--- src/rtl/rrm_pkg.sv ---
// Shared types for the round-robin measurement sequencer.
// Assumes a fixed set of seven channel codes; the codes are decoded by the converter.
package rrm_pkg;
    localparam int CHAN_W = 3;
    localparam int NUM_CH = 7;

    typedef enum logic [CHAN_W-1:0] {
        CH_SUPPLY = 3'd0,
        CH_TINT   = 3'd1,
        CH_TEXT   = 3'd2,
        CH_IN1    = 3'd3,
        CH_IN2    = 3'd4,
        CH_IN3    = 3'd5,
        CH_IN4    = 3'd6
    } chan_e;

    typedef enum logic [1:0] {
        ST_IDLE = 2'd0,
        ST_KICK = 2'd1,
        ST_WAIT = 2'd2
    } seq_st_e;
endpackage

--- src/rtl/rrm_order.sv ---
// Next-channel decoder. Given the current channel and the configuration
// latched for the pass, it gives the channel that follows and flags the last slot.
// Assumes the supply channel always opens a pass and input 4 always closes it.
module rrm_order
    import rrm_pkg::*;
(
    input  chan_e cur,
    input  logic  diode,
    input  logic  in3_off,
    output chan_e nxt,
    output logic  is_last
);
    // Purpose: fixed order with the pin-pair and input-3 variants.
    always_comb begin
        unique case (cur)
            CH_SUPPLY: nxt = CH_TINT;
            CH_TINT:   nxt = diode ? CH_TEXT : CH_IN1;
            CH_TEXT:   nxt = in3_off ? CH_IN4 : CH_IN3;
            CH_IN1:    nxt = CH_IN2;
            CH_IN2:    nxt = in3_off ? CH_IN4 : CH_IN3;
            CH_IN3:    nxt = CH_IN4;
            default:   nxt = CH_SUPPLY;
        endcase
    end

    assign is_last = (cur == CH_IN4);
endmodule

--- src/rtl/rrm_accum.sv ---
// Sample accumulator. Counts the conversions of one channel visit, sums them,
// and presents the final value together with a flag that marks the last sample.
// Assumes take is high for exactly one cycle per accepted conversion.
module rrm_accum #(
    parameter int DATA_W   = 10,
    parameter int AVG_LOG2 = 4
) (
    input  logic              clk,
    input  logic              rst_n,
    input  logic              take,
    input  logic              avg_on,
    input  logic [DATA_W-1:0] din,
    output logic              fin_last,
    output logic [DATA_W-1:0] fin_val
);
    localparam int SUM_W = DATA_W + AVG_LOG2;

    logic [AVG_LOG2-1:0] cnt;
    logic [SUM_W-1:0]    sum;
    logic [SUM_W-1:0]    sum_nx;

    // Purpose: running sum including the sample now offered.
    always_comb begin
        sum_nx   = sum + SUM_W'(din);
        fin_last = !avg_on || (cnt == {AVG_LOG2{1'b1}});
        fin_val  = avg_on ? sum_nx[SUM_W-1:AVG_LOG2] : din;
    end

    // Purpose: advance or clear the sample count and sum on each accepted conversion.
    always_ff @(posedge clk) begin
        if (!rst_n) begin
            cnt <= '0;
            sum <= '0;
        end else if (take) begin
            if (fin_last) begin
                cnt <= '0;
                sum <= '0;
            end else begin
                cnt <= cnt + 1'b1;
                sum <= sum_nx;
            end
        end
    end
endmodule

--- src/rtl/rrm_bank.sv ---
// Per-channel value registers. One register per channel code, written
// when wr is high and sel matches its code.
// Assumes at most one write per cycle.
module rrm_bank #(
    parameter int DATA_W = 10,
    parameter int NCH    = 7,
    parameter int SEL_W  = 3
) (
    input  logic                  clk,
    input  logic                  rst_n,
    input  logic                  wr,
    input  logic [SEL_W-1:0]      sel,
    input  logic [DATA_W-1:0]     wdata,
    output logic [NCH*DATA_W-1:0] flat
);
    for (genvar k = 0; k < NCH; k++) begin : g_reg
        logic [DATA_W-1:0] val;

        // Purpose: hold the last stored result for channel k.
        always_ff @(posedge clk) begin
            if (!rst_n)
                val <= '0;
            else if (wr && (sel == SEL_W'(k)))
                val <= wdata;
        end

        assign flat[k*DATA_W +: DATA_W] = val;
    end
endmodule

--- src/rtl/rrm_seq.sv ---
// Round-robin measurement sequencer (top). Requests conversions one at a time,
// averages per channel when enabled, stores results and pulses at each pass end.
// Assumes the converter answers each start pulse with exactly one done strobe.
// Configuration inputs are sampled once, on the first request of each pass.
module rrm_seq
    import rrm_pkg::*;
#(
    parameter int DATA_W   = 10,
    parameter int AVG_LOG2 = 4
) (
    input  logic                     clk,
    input  logic                     rst_n,
    input  logic                     cfg_diode,
    input  logic                     cfg_in3_off,
    input  logic                     cfg_avg,
    output logic                     conv_start,
    output logic [CHAN_W-1:0]        conv_chan,
    input  logic                     conv_done,
    input  logic [DATA_W-1:0]        conv_data,
    output logic [NUM_CH*DATA_W-1:0] val_flat,
    output logic                     cycle_done
);
    seq_st_e           st;
    chan_e             chan;
    chan_e             chan_nx;
    logic              chan_last;
    logic              pass_new;
    logic              lat_diode;
    logic              lat_in3_off;
    logic              lat_avg;
    logic              accept;
    logic              fin_last;
    logic [DATA_W-1:0] fin_val;

    assign accept     = (st == ST_WAIT) && conv_done;
    assign conv_start = (st == ST_KICK);
    assign conv_chan  = chan;

    rrm_order u_order (
        .cur     (chan),
        .diode   (lat_diode),
        .in3_off (lat_in3_off),
        .nxt     (chan_nx),
        .is_last (chan_last)
    );

    rrm_accum #(.DATA_W(DATA_W), .AVG_LOG2(AVG_LOG2)) u_accum (
        .clk      (clk),
        .rst_n    (rst_n),
        .take     (accept),
        .avg_on   (lat_avg),
        .din      (conv_data),
        .fin_last (fin_last),
        .fin_val  (fin_val)
    );

    rrm_bank #(.DATA_W(DATA_W), .NCH(NUM_CH), .SEL_W(CHAN_W)) u_bank (
        .clk   (clk),
        .rst_n (rst_n),
        .wr    (accept && fin_last),
        .sel   (chan),
        .wdata (fin_val),
        .flat  (val_flat)
    );

    // Purpose: request/wait sequencing, channel stepping, pass latch and pass-end pulse.
    always_ff @(posedge clk) begin
        if (!rst_n) begin
            st          <= ST_IDLE;
            chan        <= CH_SUPPLY;
            pass_new    <= 1'b1;
            lat_diode   <= 1'b0;
            lat_in3_off <= 1'b0;
            lat_avg     <= 1'b0;
            cycle_done  <= 1'b0;
        end else begin
            cycle_done <= 1'b0;
            unique case (st)
                ST_IDLE: st <= ST_KICK;
                ST_KICK: begin
                    if (pass_new) begin
                        lat_diode   <= cfg_diode;
                        lat_in3_off <= cfg_in3_off;
                        lat_avg     <= cfg_avg;
                        pass_new    <= 1'b0;
                    end
                    st <= ST_WAIT;
                end
                ST_WAIT: begin
                    if (accept) begin
                        st <= ST_KICK;
                        if (fin_last) begin
                            if (chan_last) begin
                                chan       <= CH_SUPPLY;
                                pass_new   <= 1'b1;
                                cycle_done <= 1'b1;
                            end else begin
                                chan <= chan_nx;
                            end
                        end
                    end
                end
                default: st <= ST_IDLE;
            endcase
        end
    end
endmodule

--- config.mk ---
export PLATFORM = sky130hd
export DESIGN_NAME = rrm_seq
export DESIGN_NICKNAME = d
export VERILOG_FILES = /design/src/rtl/rrm_pkg.sv /design/src/rtl/rrm_order.sv /design/src/rtl/rrm_accum.sv /design/src/rtl/rrm_bank.sv /design/src/rtl/rrm_seq.sv
export SDC_FILE = /design/constraint.sdc
export NUM_CORES = 1
export LEC_CHECK = 0
export BUFFER_PORTS_ARGS = -buffer_cell sky130_fd_sc_hd__clkbuf_2
export CAP_MARGIN = 20
export CELL_PAD_IN_SITES_DETAIL_PLACEMENT = 1
export CELL_PAD_IN_SITES_GLOBAL_PLACEMENT = 2
export CORE_ASPECT_RATIO = 0.75
export CORE_MARGIN = 5
export CORE_UTILIZATION = 29
export DETAILED_ROUTE_END_ITERATION = 12
export GPL_TIMING_DRIVEN = 1
export HOLD_SLACK_MARGIN = 0.03
export PLACE_DENSITY_LB_ADDON = 0.1
export SETUP_SLACK_MARGIN = 0.5
export SYNTH_ARGS = -nofsm -noshare
export SYNTH_HDL_FRONTEND = slang
export SYNTH_SLANG_ARGS = --single-unit
--- constraint.sdc ---
create_clock -name clk -period 2.1 [get_ports clk]
set_clock_uncertainty 0.1 [all_clocks]
set_input_delay 0.21 -clock clk [delete_from_list [all_inputs] [get_ports clk]]
set_output_delay 0.21 -clock clk [all_outputs]
set_load 0.02 [all_outputs]
# Yosys cells after proc, flatten, opt, wreduce, memory -nomap -nowiden
# Index checks and enable logic that the tools add are counted.
word_totals:
  register_bits: 98
  output_inout_bits: 75
  word_cells: 63
op_classes:
  n_addsub: 2
  eq_ne: 12
  n_mux: 14
  n_reduce_logical: 19
ops:
  columns: ["op", "count"]
  rows:
  - ["3-bit one-hot mux with 5 select lines", 1]
  - ["14-bit by 10-bit adder with 14-bit output", 1]
  - ["14-bit 2-to-1 mux", 1]
  - ["10-bit 2-to-1 mux", 1]
  - ["3-bit equality test (second input constant)", 3]
  - ["1-bit logical AND", 9]
  - ["4-bit AND reduction", 2]
  - ["3-bit by 2-bit equality test with 1-bit output (second input constant)", 2]
  - ["2-bit inequality test (second input constant)", 3]
  - ["2-bit one-hot mux with 3 select lines", 1]
  - ["1-bit 2-to-1 mux", 5]
  - ["4-bit by 1-bit adder with 4-bit output (second input constant)", 1]
  - ["4-bit equality test (second input constant)", 1]
  - ["2-bit 2-to-1 mux", 2]
  - ["4-bit 2-to-1 mux", 1]
  - ["3-bit by 1-bit equality test with 1-bit output (second input constant)", 1]
  - ["3-bit zero test", 1]
  - ["3-bit 2-to-1 mux", 1]
  - ["3-bit AND reduction", 1]
  - ["2-bit by 1-bit equality test with 1-bit output (second input constant)", 1]
  - ["2-bit equality test (second input constant)", 1]
  - ["2-bit zero test", 1]
  - ["1-bit one-hot mux with 2 select lines", 1]
  - ["2-bit AND reduction", 1]
  - ["other kinds (4)", 4]

# Logic depth before layout (Yosys ltp)
depth:
  ltp_word: 5
  depth_mapped: 9
  mapped_depth_nobuf: 9

# By module
# A second synthesis with hierarchy kept.
hier_totals:
  cells_unflattened: 495
  hier_area_um2: 4620.7
by_module_without_submodules:
  columns: ["module", "instances", "cells_per_inst", "area_each_um2"]
  rows:
  - ["rrm_bank", 1, 243, 2555.0]
  - ["rrm_accum", 1, 201, 1580.3]
  - ["rrm_seq", 1, 43, 419.2]
  - ["rrm_order", 1, 8, 66.3]

# Worst setup path before layout
# Ideal clock, no wire load.
synth_path:
  path_kind: "flip-flop to flip-flop"
  start: "reg u_accum.sum[0]"
  end: "reg u_bank.g_reg[0].val[8]"
  setup_time_ns: 0.131
  arrival_ns: 2.018
  t_required_ns: 1.869
  path_slack_ns: -0.148
  stages_incl_launch_ff: 10
  path_buffers: 0
  cell_sequence: "dfxtp_1 ha_1 inv_1 fa_1 nor2b_1 o311ai_2 nor2_1 nor3_1 nor3b_2 o31ai_1"
synth_between:
  elab_chain_len: 2
synth_lines:
  columns: ["element", "line", "text"]
  rows:
  - ["start: declaration", "rrm_accum.sv:19", "logic [SUM_W-1:0] sum;"]
  - ["start signal: assignment", "rrm_accum.sv:40", "sum <= sum_nx;"]
  - ["14-bit by 10-bit adder with 14-bit output", "rrm_accum.sv:24", "sum_nx = sum + SUM_W'(din);"]
  - ["10-bit 2-to-1 mux", "rrm_accum.sv:26", "fin_val = avg_on ? sum_nx[SUM_W-1:AVG_LOG2] : din;"]
  - ["end signal: assignment", "rrm_bank.sv:24", "val <= wdata;"]
  - ["end: declaration", "rrm_bank.sv:17", "logic [DATA_W-1:0] val;"]
# No other way between the ends.
# A chain may end at the register's enable or synchronous reset.

# Worst setup path in the final report
layout_path:
  start: "reg u_accum.sum[0]"
  end: "reg u_bank.g_reg[2].val[6]"
layout_between:
  elab_chain_len: 2
layout_lines:
  columns: ["element", "line"]
  rows:
  - ["14-bit by 10-bit adder with 14-bit output", "rrm_accum.sv:24"]
  - ["10-bit 2-to-1 mux", "rrm_accum.sv:26"]
  - ["end signal: assignment", "rrm_bank.sv:24"]
  - ["end: declaration", "rrm_bank.sv:17"]
# No other way between the ends.

==> results.txt <==
The run finished, with violations left. The final reports fail on negative setup slack. CTS saw 98 sinks. The data arrival time of the critical path came out at 2.36 ns. The tools report the first-pass GRT wire length as 24500 um. In the post-synthesis netlist, the cell with the most instances is sky130_fd_sc_hd__dfxtp_1. Initial standard-cell utilization of the core: 0.292. The ratio of final minimum period to clock period is 1.06, and the height of the die is 117 um. The setup slack of the critical path after layout came out at -0.123 ns. By area, the combinational part of the netlist is dominated by compound AO/OA/AOI/OAI gates. The first-pass detailed-route iteration total was 4. The share of layout cells above drive strength 1 was 0.421. Cell type with the largest total area after synthesis: sky130_fd_sc_hd__dfxtp_1.

For this design the ratio of total power to cell area is 655 nW/um^2. The number of DRC violations after detailed routing is 0, and the total length of routed wires is 15400 um. The run gives 0.425 as the utilization of the core after routing.

The worst setup path is launched from a flop. The non-filler instance count after layout was 849. The detailed-route via count was 4242. After clock tree synthesis, the clock-pin slew on the worst setup and hold paths is 0.07 ns. Entering global routing, the biggest net connects 55 pins. For the post-synthesis cell type count, the log shows 60.

The number of port buffers works out to 90. The adder and majority gate portion of the synthesized area was 0.0358. By startpoint and endpoint, the worst setup path is classified as flop to flop.

The sequential element share of the synthesized area was 0.446. For the worst setup path, the data required time is 2.23 ns. Yosys attributes the largest share of cell area to sky130_fd_sc_hd__dfxtp_1, sky130_fd_sc_hd__o21ai_0, sky130_fd_sc_hd__a21oi_1, sky130_fd_sc_hd__nand3_1, sky130_fd_sc_hd__nor2_1.

The number of routed nets with antenna violations is 0, and the total count of max-transition violations in the final report is 0. Of all nets on the critical path, the largest fanout is 7. For the register area, the log shows 1970 um^2. After floorplanning, the core was sized to cover 15100 um^2.

Layout overhead on the synthesized area: 45.6%. The cell count after synthesis came out at 497. The H-tree was split into 3 levels. The instance area after placement was 5550 um^2; the multiplexer share of the synthesized area was 0.0190. The root buffer cell chosen for the clock tree is sky130_fd_sc_hd__clkbuf_16.

The final layout contains 667 nets. Using the TritonRoute via totals, the vias-per-cell ratio works out to 5.00. The number of max-cap violations was 0; the worst setup timing slack at the placement stage was -0.265 ns. The worst setup path is captured at a flop. The mapped netlist covers 4400 um^2. VDD sags by at most 0.382 mV. The number of nets handed over by synthesis was 525. Setup violations remaining at the end of the flow were counted as 57.

Clock latency on the worst-skew pair, taken at its later pin, is 0.35 ns. For this design the top-level I/O count stands at 91. The async set-reset flop share out of synthesis is 0, and the time the worst path needs with I/O delays and setup is 2.22 ns. Synthesis warning total: 0. The portion of synthesized cell area occupied by the leading cell type came out at 0.446.

Hold timing on the final database bottoms out at a slack of 0.136 ns. For the number of buffers created by CTS, the log shows 9. At the pin with the least slew margin, the transition time is 0.390 ns.

Setup repair after global routing could not meet its margin everywhere. The die covers 17800 um^2. In this run, synthesis produced a sequential element count of 98.

The relative slew slack is 0.740, and the aggregate global-route resource usage is 0.174. The clock passes through at most 2 buffers. Fill cells in the final layout number 1748.

In this run, placement finished with an instance count of 812. Dividing the detail-routed wire length by the instance count gives 18.1 um. The simple-gate share of the synthesized area is 0.180, and the area used by multi-input combinational logic is 2610 um^2.

The number of synthesized flops with an enable pin came out at 0. In this run the core area contains 39 standard-cell rows. The die boundary width works out to 152 um. Based on the critical path, the design can be clocked at up to 450 MHz.

The run gives 0.793 as the last weighted congestion value of the routability-driven placer. The post-synthesis share of cell area spent on xor and xnor gates came out at 0.0156. The type of the worst min-delay path is input pin to flop.

The fraction of the mapped netlist area in compound gates came out at 0.261. TritonCTS built the clock tree. Leakage power: 2.57 nW.

After routing the design area is 6410 um^2. Sorting the synthesized cells by how often they occur yields sky130_fd_sc_hd__dfxtp_1, sky130_fd_sc_hd__o21ai_0, sky130_fd_sc_hd__a21oi_1, sky130_fd_sc_hd__nor2_1. Global routing finished with a remaining overflow of 0. The tools report the number of antenna violations at the first check in global routing as 0. In the synthesized netlist the dominant register cell turns out to be sky130_fd_sc_hd__dfxtp_1.

For the final number of hold-violating endpoints, the log shows 0. The number of design-rule violations left by the first detailed-router iteration was 137; the mean cell area of the mapped netlist was 8.86 um^2. The number of global-route vias before repair is 4456, and the total inserted antenna cells is 0.

The tools report the placed wire-length estimate as 11100 um.
-- per-layer routing --
| metal | track usage | up-vias | part of all wire |
|---|---|---|---|
| met3 | 0.0433 | 8 | 0.041 |
| met5 | 0 | - | 0 |
| li1 | - | 2096 | - |
| met1 | 0.237 | 2059 | 0.50 |
| met2 | 0.284 | 79 | 0.45 |
| met4 | 0.0371 | 0 | 0.0074 |
-- sequential cells by signal (all words and copies together), names as in the netlist --
signal and count:
lat_in3_off 1, st 2, lat_avg 1, u_accum.sum 14, u_accum.cnt 4, lat_diode 1
pass_new 1, cycle_done 1, conv_chan 3, u_bank.g.val 70
-- layout by cell type (no fill, tap or decap), drive strengths merged, types with 6 or more instances in the layout --
cell,Yosys,routed
ha,11,11
buf,18,71
or3,6,6
a211oi,17,17
dfxtp,98,98
clkbuf,16,100
a21oi,53,53
o21ai,62,62
nor2b,8,8
inv,7,9
a31oi,14,14
nand3,34,34
nor2,38,38
nand2,34,34
nor3,6,6
a31o,8,8
-- where the power goes --
part           total (W)  leakage (nW)  internal [W]  switching (W)
logic           0.000437          1.62      0.000187       0.000250
clock network    0.00187         0.161       0.00109       0.000775
registers        0.00190         0.795       0.00188      0.0000206
total            0.00420          2.57       0.00315        0.00105
-- what timing repair did --
item / CTS / global route
resized for setup: 28 / 39
endpoints found under the setup margin: 87 / 88
pin swaps: 18 / 15
hold endpoints to repair: 3 / 0
buffers inserted: 10 / 7
hold buffers: 3 / 0
cloned: 1 / 0
-- logic make-up after synthesis --
kind of cell             Yosys count
AO/OA/AOI/OAI                    179
AND/OR/NAND/NOR                  152
flip-flops                        98
buffers and inverters             41
adder cells (fa/ha/maj)           12
multiplexers                       8
XOR/XNOR                           7
-- area by class of cell --
type / instances / area share
timing repair buffer: 165 / 0.189
multi-input combinational: 358 / 0.407
clock buffer: 10 / 0.0373
clock inverter: 6 / 0.0150
inverter: 7 / 0.00410
sequential: 98 / 0.308
tap: 205 / 0.0400
-- path summary, 6_finish.rpt --
kind                                        from                             endpoint  slack [ns]  depth (start not counted)
max                  u_accum.sum[0]$_SDFFE_PN0P_  u_bank.g_reg[2].val[6]$_SDFFE_PN0P_       -0.12                         10
max reg2reg          u_accum.sum[0]$_SDFFE_PN0P_  u_bank.g_reg[2].val[6]$_SDFFE_PN0P_       -0.12                         10
min reg2reg  u_bank.g_reg[1].val[9]$_SDFFE_PN0P_  u_bank.g_reg[1].val[9]$_SDFFE_PN0P_        0.37                          2
min                                    conv_done                   st[0]$_SDFFE_PN0P_        0.14                          3
-- stage by stage --
| stage | TNS, ns | total power, W |
|---|---|---|
| after floorplan | 0 | 0.00213 |
| after global placement | -6.36 | 0.00229 |
| after detailed placement | -9.65 | 0.00230 |
| after CTS | -4.47 | 0.00425 |
| after global routing | -10.28 | 0.00437 |
| final | -4.25 | 0.00420 |
-- critical path, stage by stage (launching register included) --
cell	delay, ns
sky130_fd_sc_hd__dfxtp_2	0.33
sky130_fd_sc_hd__ha_4	0.15
sky130_fd_sc_hd__inv_2	0.06
sky130_fd_sc_hd__fa_2	0.25
sky130_fd_sc_hd__nor2b_4	0.06
sky130_fd_sc_hd__o311ai_4	0.32
sky130_fd_sc_hd__nor2_4	0.08
sky130_fd_sc_hd__or3_4	0.35
sky130_fd_sc_hd__a31oi_4	0.19
sky130_fd_sc_hd__buf_12	0.15
sky130_fd_sc_hd__a21oi_1	0.06
(Power assumes the default switching activity.)
